[config.mk]
export PLATFORM = sky130hd
export DESIGN_NAME = tick_clock
export DESIGN_NICKNAME = d
export VERILOG_FILES = /design/src/rtl/tick_clock.sv
export SDC_FILE = /design/constraint.sdc
export NUM_CORES = 1
export LEC_CHECK = 0
export ABC_AREA = 1
export BUFFER_PORTS_ARGS = -buffer_cell sky130_fd_sc_hd__buf_4
export CORE_ASPECT_RATIO = 0.8
export CORE_UTILIZATION = 51
export CTS_CLUSTER_SIZE = 28
export DETAILED_ROUTE_END_ITERATION = 6
export PLACE_DENSITY_LB_ADDON = 0.3
export SYNTH_ARGS = -nofsm -noshare
export SYNTH_HDL_FRONTEND = slang
export SYNTH_SLANG_ARGS = --single-unit
[constraint.sdc]
create_clock -name clk -period 2.05 [get_ports clk]
set_input_delay 0.41 -clock clk [delete_from_list [all_inputs] [get_ports clk]]
set_output_delay 0.41 -clock clk [all_outputs]
set_load 0.05 [all_outputs]
[src/rtl/tick_clock.sv]
module tick_clock #(
  parameter int unsigned BASE_DIV = 2083333,
  parameter logic [31:0] DEV_ID   = 32'h12d0b402,
  parameter logic [15:0] DEV_VER  = 16'd1
) (
  input  logic        clk,
  input  logic        rst_n,
  input  logic        cmd_valid,
  input  logic [15:0] cmd_a,
  input  logic [15:0] cmd_b,
  output logic [15:0] rsp_c,
  output logic        irq,
  output logic [15:0] irq_msg,
  output logic [31:0] dev_id,
  output logic [15:0] dev_ver
);

  localparam int BW = (BASE_DIV > 1) ? $clog2(BASE_DIV) : 1;
  localparam logic [BW-1:0] BASE_LAST = BW'(BASE_DIV - 1);
  localparam logic [15:0] CNT_MAX = 16'hffff;

  logic [BW-1:0] base_cnt;
  logic [15:0]   rate_q, presc_q, count_q, msg_q;

  wire cmd_set  = cmd_valid && (cmd_a == 16'd0);
  wire cmd_read = cmd_valid && (cmd_a == 16'd1);
  wire cmd_arm  = cmd_valid && (cmd_a == 16'd2);

  wire base_tick = (base_cnt == BASE_LAST);
  wire running   = (rate_q != 16'd0);
  wire tick      = !cmd_set && base_tick && running && (presc_q == rate_q - 16'd1);

  assign dev_id  = DEV_ID;
  assign dev_ver = DEV_VER;

  always_ff @(posedge clk) begin
    if (!rst_n) begin
      base_cnt <= '0;
      presc_q  <= '0;
      rate_q   <= '0;
      count_q  <= '0;
    end else if (cmd_set) begin
      base_cnt <= '0;
      presc_q  <= '0;
      rate_q   <= cmd_b;
      count_q  <= '0;
    end else begin
      base_cnt <= base_tick ? '0 : base_cnt + 1'b1;
      if (base_tick && running)
        presc_q <= tick ? 16'd0 : presc_q + 16'd1;
      if (tick && count_q != CNT_MAX)
        count_q <= count_q + 16'd1;
    end
  end

  always_ff @(posedge clk) begin
    if (!rst_n) begin
      msg_q   <= '0;
      rsp_c   <= '0;
      irq     <= 1'b0;
      irq_msg <= '0;
    end else begin
      if (cmd_arm)  msg_q <= cmd_b;
      if (cmd_read) rsp_c <= count_q;
      irq <= tick && (msg_q != 16'd0);
      if (tick) irq_msg <= msg_q;
    end
  end

endmodule

==> out/qor.yml, run 1 <==
yosys:
  synth_cell_types: 36
  yosysWarnings: 0
  synth_top_area_share_pct: 36.7
  synth_area_leaders: "dfxtp_1, nand2_1, nor2_1"
  synth_cells: 937
  synth.cell_area_um2: 6430
  avgSynthCellArea_um2: 6.86
  synth_top_area_cell: "dfxtp_1"
  yosysSeqAreaShare_pct: 36.7
  synth-seq-cells: 118
cts:
  cts_tree: "done"
  clkTransAtPathRegs_ns: 0.06
  max-clock-path-buffers: 2
  cts_made_buffers: 17
  htree_levels: 4
  worstSkewPairLatency_ns: 0.42
  clock-sinks: 118
  cts_root_buf: "clkbuf_16"
placement:
  place_ws_ns: -0.214
  portBuffers: 67
  place_congestion: 1.01
  dpl.hpwl_um: 11900
floorplan:
  start_util_pct: 52.5
  die_area_um2: 13100
  rows: 36
  core-area_um2: 12300
  ioPinCount: 116
  die_y_um: 102
  die-width_um: 128
min_path:
  hp-class: "primary input to flip-flop"
detailed_routing:
  ant_nets: 0
  wirelength_um: 17600
  via_count: 6597
  via_per_inst: 5.12
  drc: 2
  drtPass1Iterations: 7
  dr.first_iter.drc_count: 734
  wl_per_cell_um: 13.7
pwr:
  p_leak_nw: 3.82
  p_int_mw: 4.18
  switching_share_pct: 25.6
  power.density_nw_per_um2: 637
  seqPwrFrac_pct: 41.1
  p_clk_share_pct: 52.3
  comb_power_share_pct: 6.6
  netSwitchingPower_mw: 1.43
  peakVddDrop_mv: 0.563
timing:
  slew_headroom_pct: 65.0
  clock_skew_ns: 0.0102
  worst-slew-pin-transition_ns: 0.521
  hold_ws_ns: 0.238
  fin_setup_tns_ns: -1.16
  setup_viol: 32
  finalHoldViolations: 0
  slew_viol_final: 0
  fin_ws_ns: -0.0818
  max_freq_mhz: 469
  rsz0062_at_grt: "yes"
  fin_crit_sh_pct: 104
  fin_crit_ns: 2.13
critical_path:
  critPathLaunchType: "flip-flop"
  rrSetupSlack_ns: -0.08
  critPathMaxFanout: 8
  arrival_ns: 2.44
  worstSetupPathType: "flip-flop to flip-flop"
  end_kind: "flip-flop"
  cp.required_ns: 2.35
finish:
  final_util_pct: 72.0
  area_growth_pct: 37.1
  layout_common_cells: "buf_4, nand2_1, dfxtp_1, inv_1, nor2_1"
  layout-drive-gt1-share_pct: 31.2
  nNetsFinal: 1145
  diodes: 0
  final_common_cell: "buf_4"
global_routing:
  antenna_found_initial: 0
  grt_pass1_wl_um: 27300
  grt_overflow_total: 0
  track_usage_pct: 26.4
  grt_max_degree: 35
  grt_pass1_vias: 5799
job:
  drv.max_cap_violation_count: 0
status:
  violations: "DRC, setup timing"
  status: "finished, violations left"
==> worst max-delay path, stage by stage, from the launching register on <==
cell and delay (ns):
dfxtp_4 0.36, nor2_4 0.15, nand2_4 0.10, nor2_4 0.24, nand3b_1 0.14, nand2_2 0.12
nand3_1 0.07, nor2_1 0.11, nand2_1 0.12, nor2_4 0.12, buf_4 0.13, nand3_4 0.16
nand2_2 0.14, a21oi_2 0.05
==> synth_stat cells, drive strengths merged <==
library cell / number
buf: 57
inv: 114
nand4: 36
nor2b: 1
o21ai: 70
or2: 8
dfxtp: 118
nand3b: 5
clkbuf: 19
a31oi: 1
nor2: 128
nor3b: 5
a21oi: 76
nor4: 12
nand3: 49
xnor2: 7
nor4b: 1
ha: 6
o21a: 1
nor3: 22
nand2: 171
xor2: 27
conb: 2
or3: 1
==> logic make-up after synthesis <==
group                    share of synthesized area [%]
XOR/XNOR                                          4.63
AO/OA/AOI/OAI                                     11.6
AND/OR/NAND/NOR                                   31.3
other                                            0.117
adder cells (fa/ha/maj)                           1.17
flip-flops                                        36.7
buffers and inverters                             14.4
==> what timing repair did <==
| action | 4_1_cts | 5_1_grt |
|---|---|---|
| hold buffers | 0 | 0 |
| resized for setup | 55 | 103 |
| gates cloned | 2 | 0 |
| buffers inserted | 7 | 13 |
| pin swaps | 26 | 40 |
| endpoints found under the setup margin | 51 | 56 |
==> final timing paths <==
path,cells after the start,to,from
hold reg to reg,2,rsp_c[2],rsp_c[2]
hold / removal,3,msg_q[11],cmd_b[11]
setup / recovery,13,count_q[9],rate_q[1]
setup reg to reg,13,count_q[9],rate_q[1]
==> per-stage QoR <==
step | area, um2 | power (mW) | cells
3_3_place_gp | 7530 | 2.70 | 1234
3_5_place_dp | 7530 | 2.71 | 1234
5_1_grt | 8820 | 5.78 | 1288
2_1_floorplan | 6600 | 2.69 | 983
4_1_cts | 8360 | 5.62 | 1275
6_report | 8820 | 5.61 | 1288
==> state kept, by name, summed over array words and instances, names as in the netlist <==
name,flops
rate_q,16
msg_q,16
irq_msg,16
irq,1
base_cnt,21
rsp_c,16
presc_q,16
count_q,16
==> per-layer routing <==
layer  part of all wire, %  vias up  track usage, %  routed length [um]
met2                    47      241            42.8                8330
li1                      -     3286               -                   -
met3                   6.6       32            6.49                1170
met4                   1.9        0            9.52                 329
met5                     0        -               0                   0
met1                    44     3038            34.2                7790
==> cell type report <==
| class | instances | area, um2 |
|---|---|---|
| clock inverters | 14 | 151 |
| clock buffers | 18 | 429 |
| inverters | 114 | 452 |
| repair buffers | 177 | 1400 |
| flip-flops and latches | 118 | 2380 |
| fillers | 998 | 3440 |
| well taps | 171 | 214 |
| multi-input cells | 676 | 3790 |
==> power by group through the flow <==
stage | clock network (mW) | logic, mW | registers, mW
after floorplan | 0 | 0.333 | 2.35
after global placement | 0 | 0.350 | 2.35
after detailed placement | 0 | 0.354 | 2.35
after CTS | 2.96 | 0.357 | 2.30
after global routing | 3.08 | 0.397 | 2.31
final | 2.94 | 0.370 | 2.31
Power figures use the tool's default switching activity.
==> run 2, diff against run 1 <==
--- a/config.mk
+++ b/config.mk
@@ -12,6 +12,7 @@
 export CTS_CLUSTER_SIZE = 28
 export DETAILED_ROUTE_END_ITERATION = 6
 export PLACE_DENSITY_LB_ADDON = 0.3
+export SETUP_SLACK_MARGIN = 0.05
 export SYNTH_ARGS = -nofsm -noshare
 export SYNTH_HDL_FRONTEND = slang
 export SYNTH_SLANG_ARGS = --single-unit
==> constraint.sdc (replaced) <==
create_clock -name clk -period 2.05 [get_ports clk]
set_input_delay 0.205 -clock clk [delete_from_list [all_inputs] [get_ports clk]]
set_output_delay 0.205 -clock clk [all_outputs]
set_load 0.05 [all_outputs]
==> run 2 against run 1 <==
- largest power group unchanged
- the run ends with setup timing left
- worst setup slack lost 0.016 ns
- register-to-register slack lost 0.02 ns
- routed wire length grew 1.4%
==> out/qor.yml, run 2 (same netlist as run 1, synthesis figures left out) <==
min_path:
  whs_path_depth: 3  # unchanged
  worstHoldStart: "cmd_b[5]"  # was cmd_b[11]
  hp-class: "primary input to flip-flop"  # unchanged
  hold_end: "msg_q[5]"  # was msg_q[11]
floorplan:
  start_util_pct: 52.5  # unchanged
  die_area_um2: 13100  # unchanged
  rows: 36  # unchanged
  die-width_um: 128  # unchanged
  core-area_um2: 12300  # unchanged
  ioPinCount: 116  # unchanged
  die_y_um: 102  # unchanged
cts:
  cts_hold_buf: 0  # unchanged
  clkTransAtPathRegs_ns: 0.06  # about the same
  cts_root_buf: "clkbuf_16"  # unchanged
  worstSkewPairLatency_ns: 0.42  # about the same
  htree_levels: 4  # unchanged
  cts_made_buffers: 17  # unchanged
  max-clock-path-buffers: 2  # unchanged
  cts_tree: "done"  # unchanged
  clock-sinks: 118  # unchanged
global_routing:
  grt_pass1_vias: 5534  # was 5799
  track_usage_pct: 26.3  # was 26.4%
  grt_max_degree: 45  # was 35
  grt_pass1_wl_um: 26800  # was 27300 um
  antenna_found_initial: 0  # unchanged
  grt_overflow_total: 0  # unchanged
status:
  status: "finished, violations left"  # unchanged
  violations: "setup timing"  # was DRC, setup timing
placement:
  place_congestion: 0.944  # was 1.01
  portBuffers: 67  # unchanged
  dp.cells: 1226  # was 1234
  dpl.hpwl_um: 12000  # was 11900 um
  dpl_cell_area_um2: 7460  # was 7530 um2
detailed_routing:
  drtPass1Iterations: 6  # was 7
  wirelength_um: 17900  # was 17600 um
  wl_per_cell_um: 13.9  # was 13.7 um
  drc: 0  # was 2
  via_count: 6578  # was 6597
  dr.first_iter.drc_count: 425  # was 734
  ant_nets: 0  # unchanged
  via_per_inst: 5.13  # was 5.12
finish:
  final.fill_count: 1009  # was 998
  largest_reg_flops: 21  # unchanged
  layout.cells.non_filler: 1282  # was 1288
  area_growth_pct: 36.6  # was 37.1%
  final_common_cell: "buf_4"  # unchanged
  nNetsFinal: 1139  # was 1145
  design_area_um2: 8780  # was 8820 um2
  diodes: 0  # unchanged
  layout_common_cells: "buf_4, nand2_1, dfxtp_1, inv_1, nor2_1"  # unchanged
  largest-register: "base_cnt"  # unchanged
  layout-drive-gt1-share_pct: 30.2  # was 31.2%
timing:
  finalHoldViolations: 0  # unchanged
  clock_skew_ns: 0.00746  # was 0.0102 ns
  fin_crit_sh_pct: 105  # was 104%
  fin_ws_ns: -0.0975  # was -0.0818 ns
  setup_viol: 28  # was 32
  fin_setup_tns_ns: -1.11  # was -1.16 ns
  slew_viol_final: 0  # unchanged
  fin_crit_ns: 2.15  # was 2.13 ns
  max_freq_mhz: 466  # was 469 MHz
  rsz0062_at_grt: "yes"  # unchanged
critical_path:
  cp.required_ns: 2.37  # was 2.35 ns
  worstSetupPathType: "flip-flop to flip-flop"  # unchanged
  reg2reg_from: "rate_q[2]"  # was rate_q[1]
  arrival_ns: 2.47  # was 2.44 ns
  end_kind: "flip-flop"  # unchanged
  rrSetupSlack_ns: -0.1  # was -0.08 ns
  r2r_cells: 13  # unchanged
  critPathLaunchType: "flip-flop"  # unchanged
  critPathMaxFanout: 11  # was 8
  r2r_end: "irq_msg[2]"  # was count_q[9]
pwr:
  power.density_nw_per_um2: 677  # was 637 nW/um2
  p_total_mw: 5.95  # was 5.61 mW
  p_leak_nw: 3.84  # was 3.82 nW
  peakVddDrop_mv: 0.719  # was 0.563 mV
job:
  drv.max_cap_violation_count: 0  # unchanged
-- run 2: cell count changes in the layout (fill, tap and decap cells not counted), moves of 8 or more --
cell / previous run / this run
a21oi_2: 12 / 4
nand2_2: 32 / 18
nor2_1: 95 / 85
o21ai_0: 60 / 52
nand2_1: 136 / 151
a21oi_1: 64 / 72
nor2_2: 19 / 32
-- run 2: how the worst max path moves through the flow --
| stage | from | cells past startpoint | to |
|---|---|---|---|
| 2_1_floorplan | rate_q[0] | 14 | count_q[11] |
| 3_3_place_gp | base_cnt[0] | 14 | base_cnt[18] |
| 3_5_place_dp | rate_q[0] | 15 | irq_msg[13] |
| 4_1_cts | rate_q[1] | 15 | irq_msg[2] |
| 5_1_grt | rate_q[0] | 14 | count_q[3] |
| 6_report | rate_q[2] | 13 | irq_msg[2] |
-- run 2: power by group --
group,switching (mW),leakage [nW],internal [mW]
Sequential,0.00871,0.955,2.30
Clock,1.16,0.303,2.11
Combinational,0.286,2.58,0.0824
-- run 2: per-stage QoR --
stage	setup slack [ns]	utilization, %	hold WS, ns
floorplan	0.0820	-	0.333
global placement	-0.0223	60.9	0.434
detailed placement	-0.105	60.9	0.437
CTS	-0.0189	69.0	0.0276
global route	-0.189	71.7	0.0367
finish	-0.0975	71.7	0.0257
-- run 2: critical path, cell delays in order (launching register included) --
cell and delay, ns:
dfxtp_2 0.35, nor2_4 0.12, nand2_2 0.11, nor2_4 0.23, nand2_1 0.08, nand3_1 0.12, nand2_1 0.10, nand3b_1 0.19
nor2_2 0.16, nand2_2 0.10, buf_12 0.17, buf_8 0.15, o21ai_2 0.13, nor2_1 0.05
-- run 2: cell type report --
cell class              count  area, um2  area share (%)
flip-flops and latches    118       2380            27.1
well taps                 171        214            2.44
inverters                 114        445            5.07
multi-input cells         675       3750            42.7
clock buffers              19        453            5.16
repair buffers            172       1350            15.4
clock inverters            13        194            2.21
-- run 2: timing repair --
item / CTS / global route
pin swaps: 27 / 26
hold endpoints to repair: 0 / 0
resized for setup: 72 / 81
gates cloned: 1 / 0
setup buffers: 17 / 7
endpoints found under the setup margin: 53 / 57
-- run 2: metal layers --
metal | up-vias | GRT usage, % | share of wire (%)
li1 | 3284 | - | -
met1 | 3021 | 35.1 | 44
met2 | 242 | 43.6 | 47
met3 | 31 | 5.08 | 6.8
met4 | 0 | 7.33 | 1.6
met5 | - | 0 | 0
==> run 3, diff against run 2 <==
--- a/config.mk
+++ b/config.mk
@@ -16,3 +16,4 @@
 export SYNTH_ARGS = -nofsm -noshare
 export SYNTH_HDL_FRONTEND = slang
 export SYNTH_SLANG_ARGS = --single-unit
+export TNS_END_PERCENT = 5
==> run 3 against run 2 <==
- the flow still finishes with violations (setup timing)
- cell count decreased by 1.1%
- global-route usage decreased by 0.36 points
- routed wire length decreased by 4.8%
- sequential power barely moved
- power fell by 0.46%
- via count is 1.8% lower
- worst setup slack improved by 0.010 ns
- flip-flop and latch count is the same
- clock-buffer cell count stayed put
==> out/qor.yml, run 3 (same netlist as run 1, synthesis figures left out) <==
pwr:
  p_leak_nw: 3.74  # was 3.84 nW
  switching_share_pct: 24.1  # was 24.4%
  netSwitchingPower_mw: 1.43  # was 1.45 mW
  peakVddDrop_mv: 0.721  # was 0.719 mV
  comb_power_share_pct: 6.0  # was 6.2%
  p_clk_share_pct: 55.1  # was 55.0%
  seqPwrFrac_pct: 38.9  # was 38.8%
  p_int_mw: 4.49  # was 4.50 mW
  power.density_nw_per_um2: 692  # was 677 nW/um2
cts:
  cts_hold_buf: 0  # unchanged
  worstSkewPairLatency_ns: 0.42  # about the same
  clkTransAtPathRegs_ns: 0.06  # about the same
  cts_root_buf: "clkbuf_16"  # unchanged
  clock-sinks: 118  # unchanged
  cts_tree: "done"  # unchanged
  cts_made_buffers: 17  # unchanged
  max-clock-path-buffers: 2  # unchanged
  htree_levels: 4  # unchanged
timing:
  setup_viol: 26  # was 28
  max_freq_mhz: 468  # was 466 MHz
  clock_skew_ns: 0.00793  # was 0.00746 ns
  slew_viol_final: 0  # unchanged
  rsz0062_at_grt: "yes"  # unchanged
  fin_crit_sh_pct: 104  # was 105%
  hold_ws_ns: 0.0315  # was 0.0257 ns
  finalHoldViolations: 0  # unchanged
  fin_ws_ns: -0.0873  # was -0.0975 ns
  fin_crit_ns: 2.14  # was 2.15 ns
floorplan:
  die-width_um: 128  # unchanged
  core-area_um2: 12300  # unchanged
  die_y_um: 102  # unchanged
  rows: 36  # unchanged
  start_util_pct: 52.5  # unchanged
  die_area_um2: 13100  # unchanged
  ioPinCount: 116  # unchanged
placement:
  dpl.hpwl_um: 12000  # unchanged
  place_ws_ns: -0.105  # unchanged
  portBuffers: 67  # unchanged
  place_congestion: 0.944  # unchanged
global_routing:
  grt_pass1_wl_um: 26400  # was 26800 um
  grt_overflow_total: 0  # unchanged
  grt_pass1_vias: 5449  # was 5534
  antenna_found_initial: 0  # unchanged
  track_usage_pct: 25.9  # was 26.3%
  grt_max_degree: 45  # unchanged
detailed_routing:
  via_per_inst: 5.10  # was 5.13
  ant_nets: 0  # unchanged
  wirelength_um: 17000  # was 17900 um
  drtPass1Iterations: 6  # unchanged
  drc: 0  # unchanged
  dr.first_iter.drc_count: 552  # was 425
  wl_per_cell_um: 13.4  # was 13.9 um
  via_count: 6461  # was 6578
finish:
  layout-drive-gt1-share_pct: 27.3  # was 30.2%
  nNetsFinal: 1125  # was 1139
  final.fill_count: 1045  # was 1009
  area_growth_pct: 33.1  # was 36.6%
  largest_reg_flops: 21  # unchanged
  layout_common_cells: "nand2_1, buf_4, dfxtp_1, inv_1, nor2_1"  # was buf_4, nand2_1, dfxtp_1, inv_1, nor2_1
  largest-register: "base_cnt"  # unchanged
  diodes: 0  # unchanged
  final_common_cell: "nand2_1"  # was buf_4
critical_path:
  crit_path_top_delay_cell: "dfxtp_2"  # unchanged
  worstSetupPathType: "flip-flop to flip-flop"  # unchanged
  arrival_ns: 2.45  # was 2.47 ns
  cp_cell_sequence: "inv_4, ha_4, nand2_4, nor2_4, nand3_1, nand2_1, nand3_2, nor2_1, nand2_1, nor2_2, nand2_2, buf_12, buf_12, o21ai_2, nor2_1"  # was nor2_4, nand2_2, nor2_4, nand2_1, nand3_1, nand2_1, nand3b_1, nor2_2, nand2_2, buf_12, buf_8, o21ai_2, nor2_1
  critPathMaxFanout: 11  # unchanged
  cp.required_ns: 2.36  # was 2.37 ns
  rrSetupSlack_ns: -0.09  # was -0.1 ns
  critPathLaunchType: "flip-flop"  # unchanged
  end_kind: "flip-flop"  # unchanged
  critical_path.max_stage_delay_ns: 0.33  # was 0.35 ns
status:
  status: "finished, violations left"  # unchanged
  violations: "setup timing"  # unchanged
min_path:
  hp-class: "primary input to flip-flop"  # unchanged
job:
  drv.max_cap_violation_count: 0  # unchanged
run 3: cell count changes in the layout (fill, tap and decap cells not counted), sizes merged:
cell,delta
clkinv,-1
buf,-14
inv,+1
run 3: area by class of cell:
class | count | area [um2] | share of cell area [%]
Tap cell | 171 | 214 | 2.50
Multi-Input combinational cell | 675 | 3640 | 42.5
Sequential cell | 118 | 2370 | 27.7
Inverter | 114 | 438 | 5.12
Timing Repair Buffer | 158 | 1250 | 14.6
Clock inverter | 13 | 194 | 2.27
Clock buffer | 19 | 453 | 5.29
run 3: what timing repair did:
| action | in CTS | in global routing |
|---|---|---|
| pin swaps | 29 | 17 |
| endpoints found under the setup margin | 53 | 56 |
| resized for setup | 71 | 46 |
| gates cloned | 1 | 0 |
| buffers inserted | 8 | 1 |
run 3: worst paths after layout:
| path | startpoint | endpoint | cells past startpoint |
|---|---|---|---|
| min reg2reg | rsp_c[3] | rsp_c[3] | 2 |
| max reg2reg | rate_q[0] | irq_msg[4] | 15 |
| max | rate_q[0] | irq_msg[4] | 15 |
| min | cmd_b[5] | msg_q[5] | 3 |
run 3: power by group through the flow:
stage	Clock, mW	Sequential, mW	Combinational (mW)
global placement	0	2.35	0.344
global route	3.40	2.30	0.383
floorplan	0	2.35	0.333
detailed placement	0	2.35	0.346
CTS	3.29	2.30	0.350
finish	3.26	2.30	0.358
run 3: per-layer routing:
| layer | share of wire, % | up-vias | track usage, % |
|---|---|---|---|
| met4 | 1.4 | 0 | 7.14 |
| met5 | 0 | - | 0 |
| met2 | 46 | 213 | 42.2 |
| li1 | - | 3260 | - |
| met1 | 47 | 2961 | 35.3 |
| met3 | 6.4 | 27 | 5.03 |
run 3: through the flow:
step           setup TNS (ns)  cells  util, %  total power, mW  area [um2]
5_1_grt                 -6.68   1268     69.9             6.08        8560
6_report               -0.954   1268     69.9             5.92        8560
4_1_cts               -0.0670   1267     68.5             5.94        8390
3_5_place_dp            -2.95   1226     60.9             2.70        7460
3_3_place_gp           -0.324   1226     60.9             2.70        7460
2_1_floorplan               0    983        -             2.69        6610
run 3: worst max-delay path, delay by kind of cell, from the launching register on:
family | cells | cell delay [ns]
compound gates | 1 | 0.12
fa+ha+maj | 1 | 0.16
buf+inv | 3 | 0.40
flops | 1 | 0.33
simple gates | 10 | 1.02
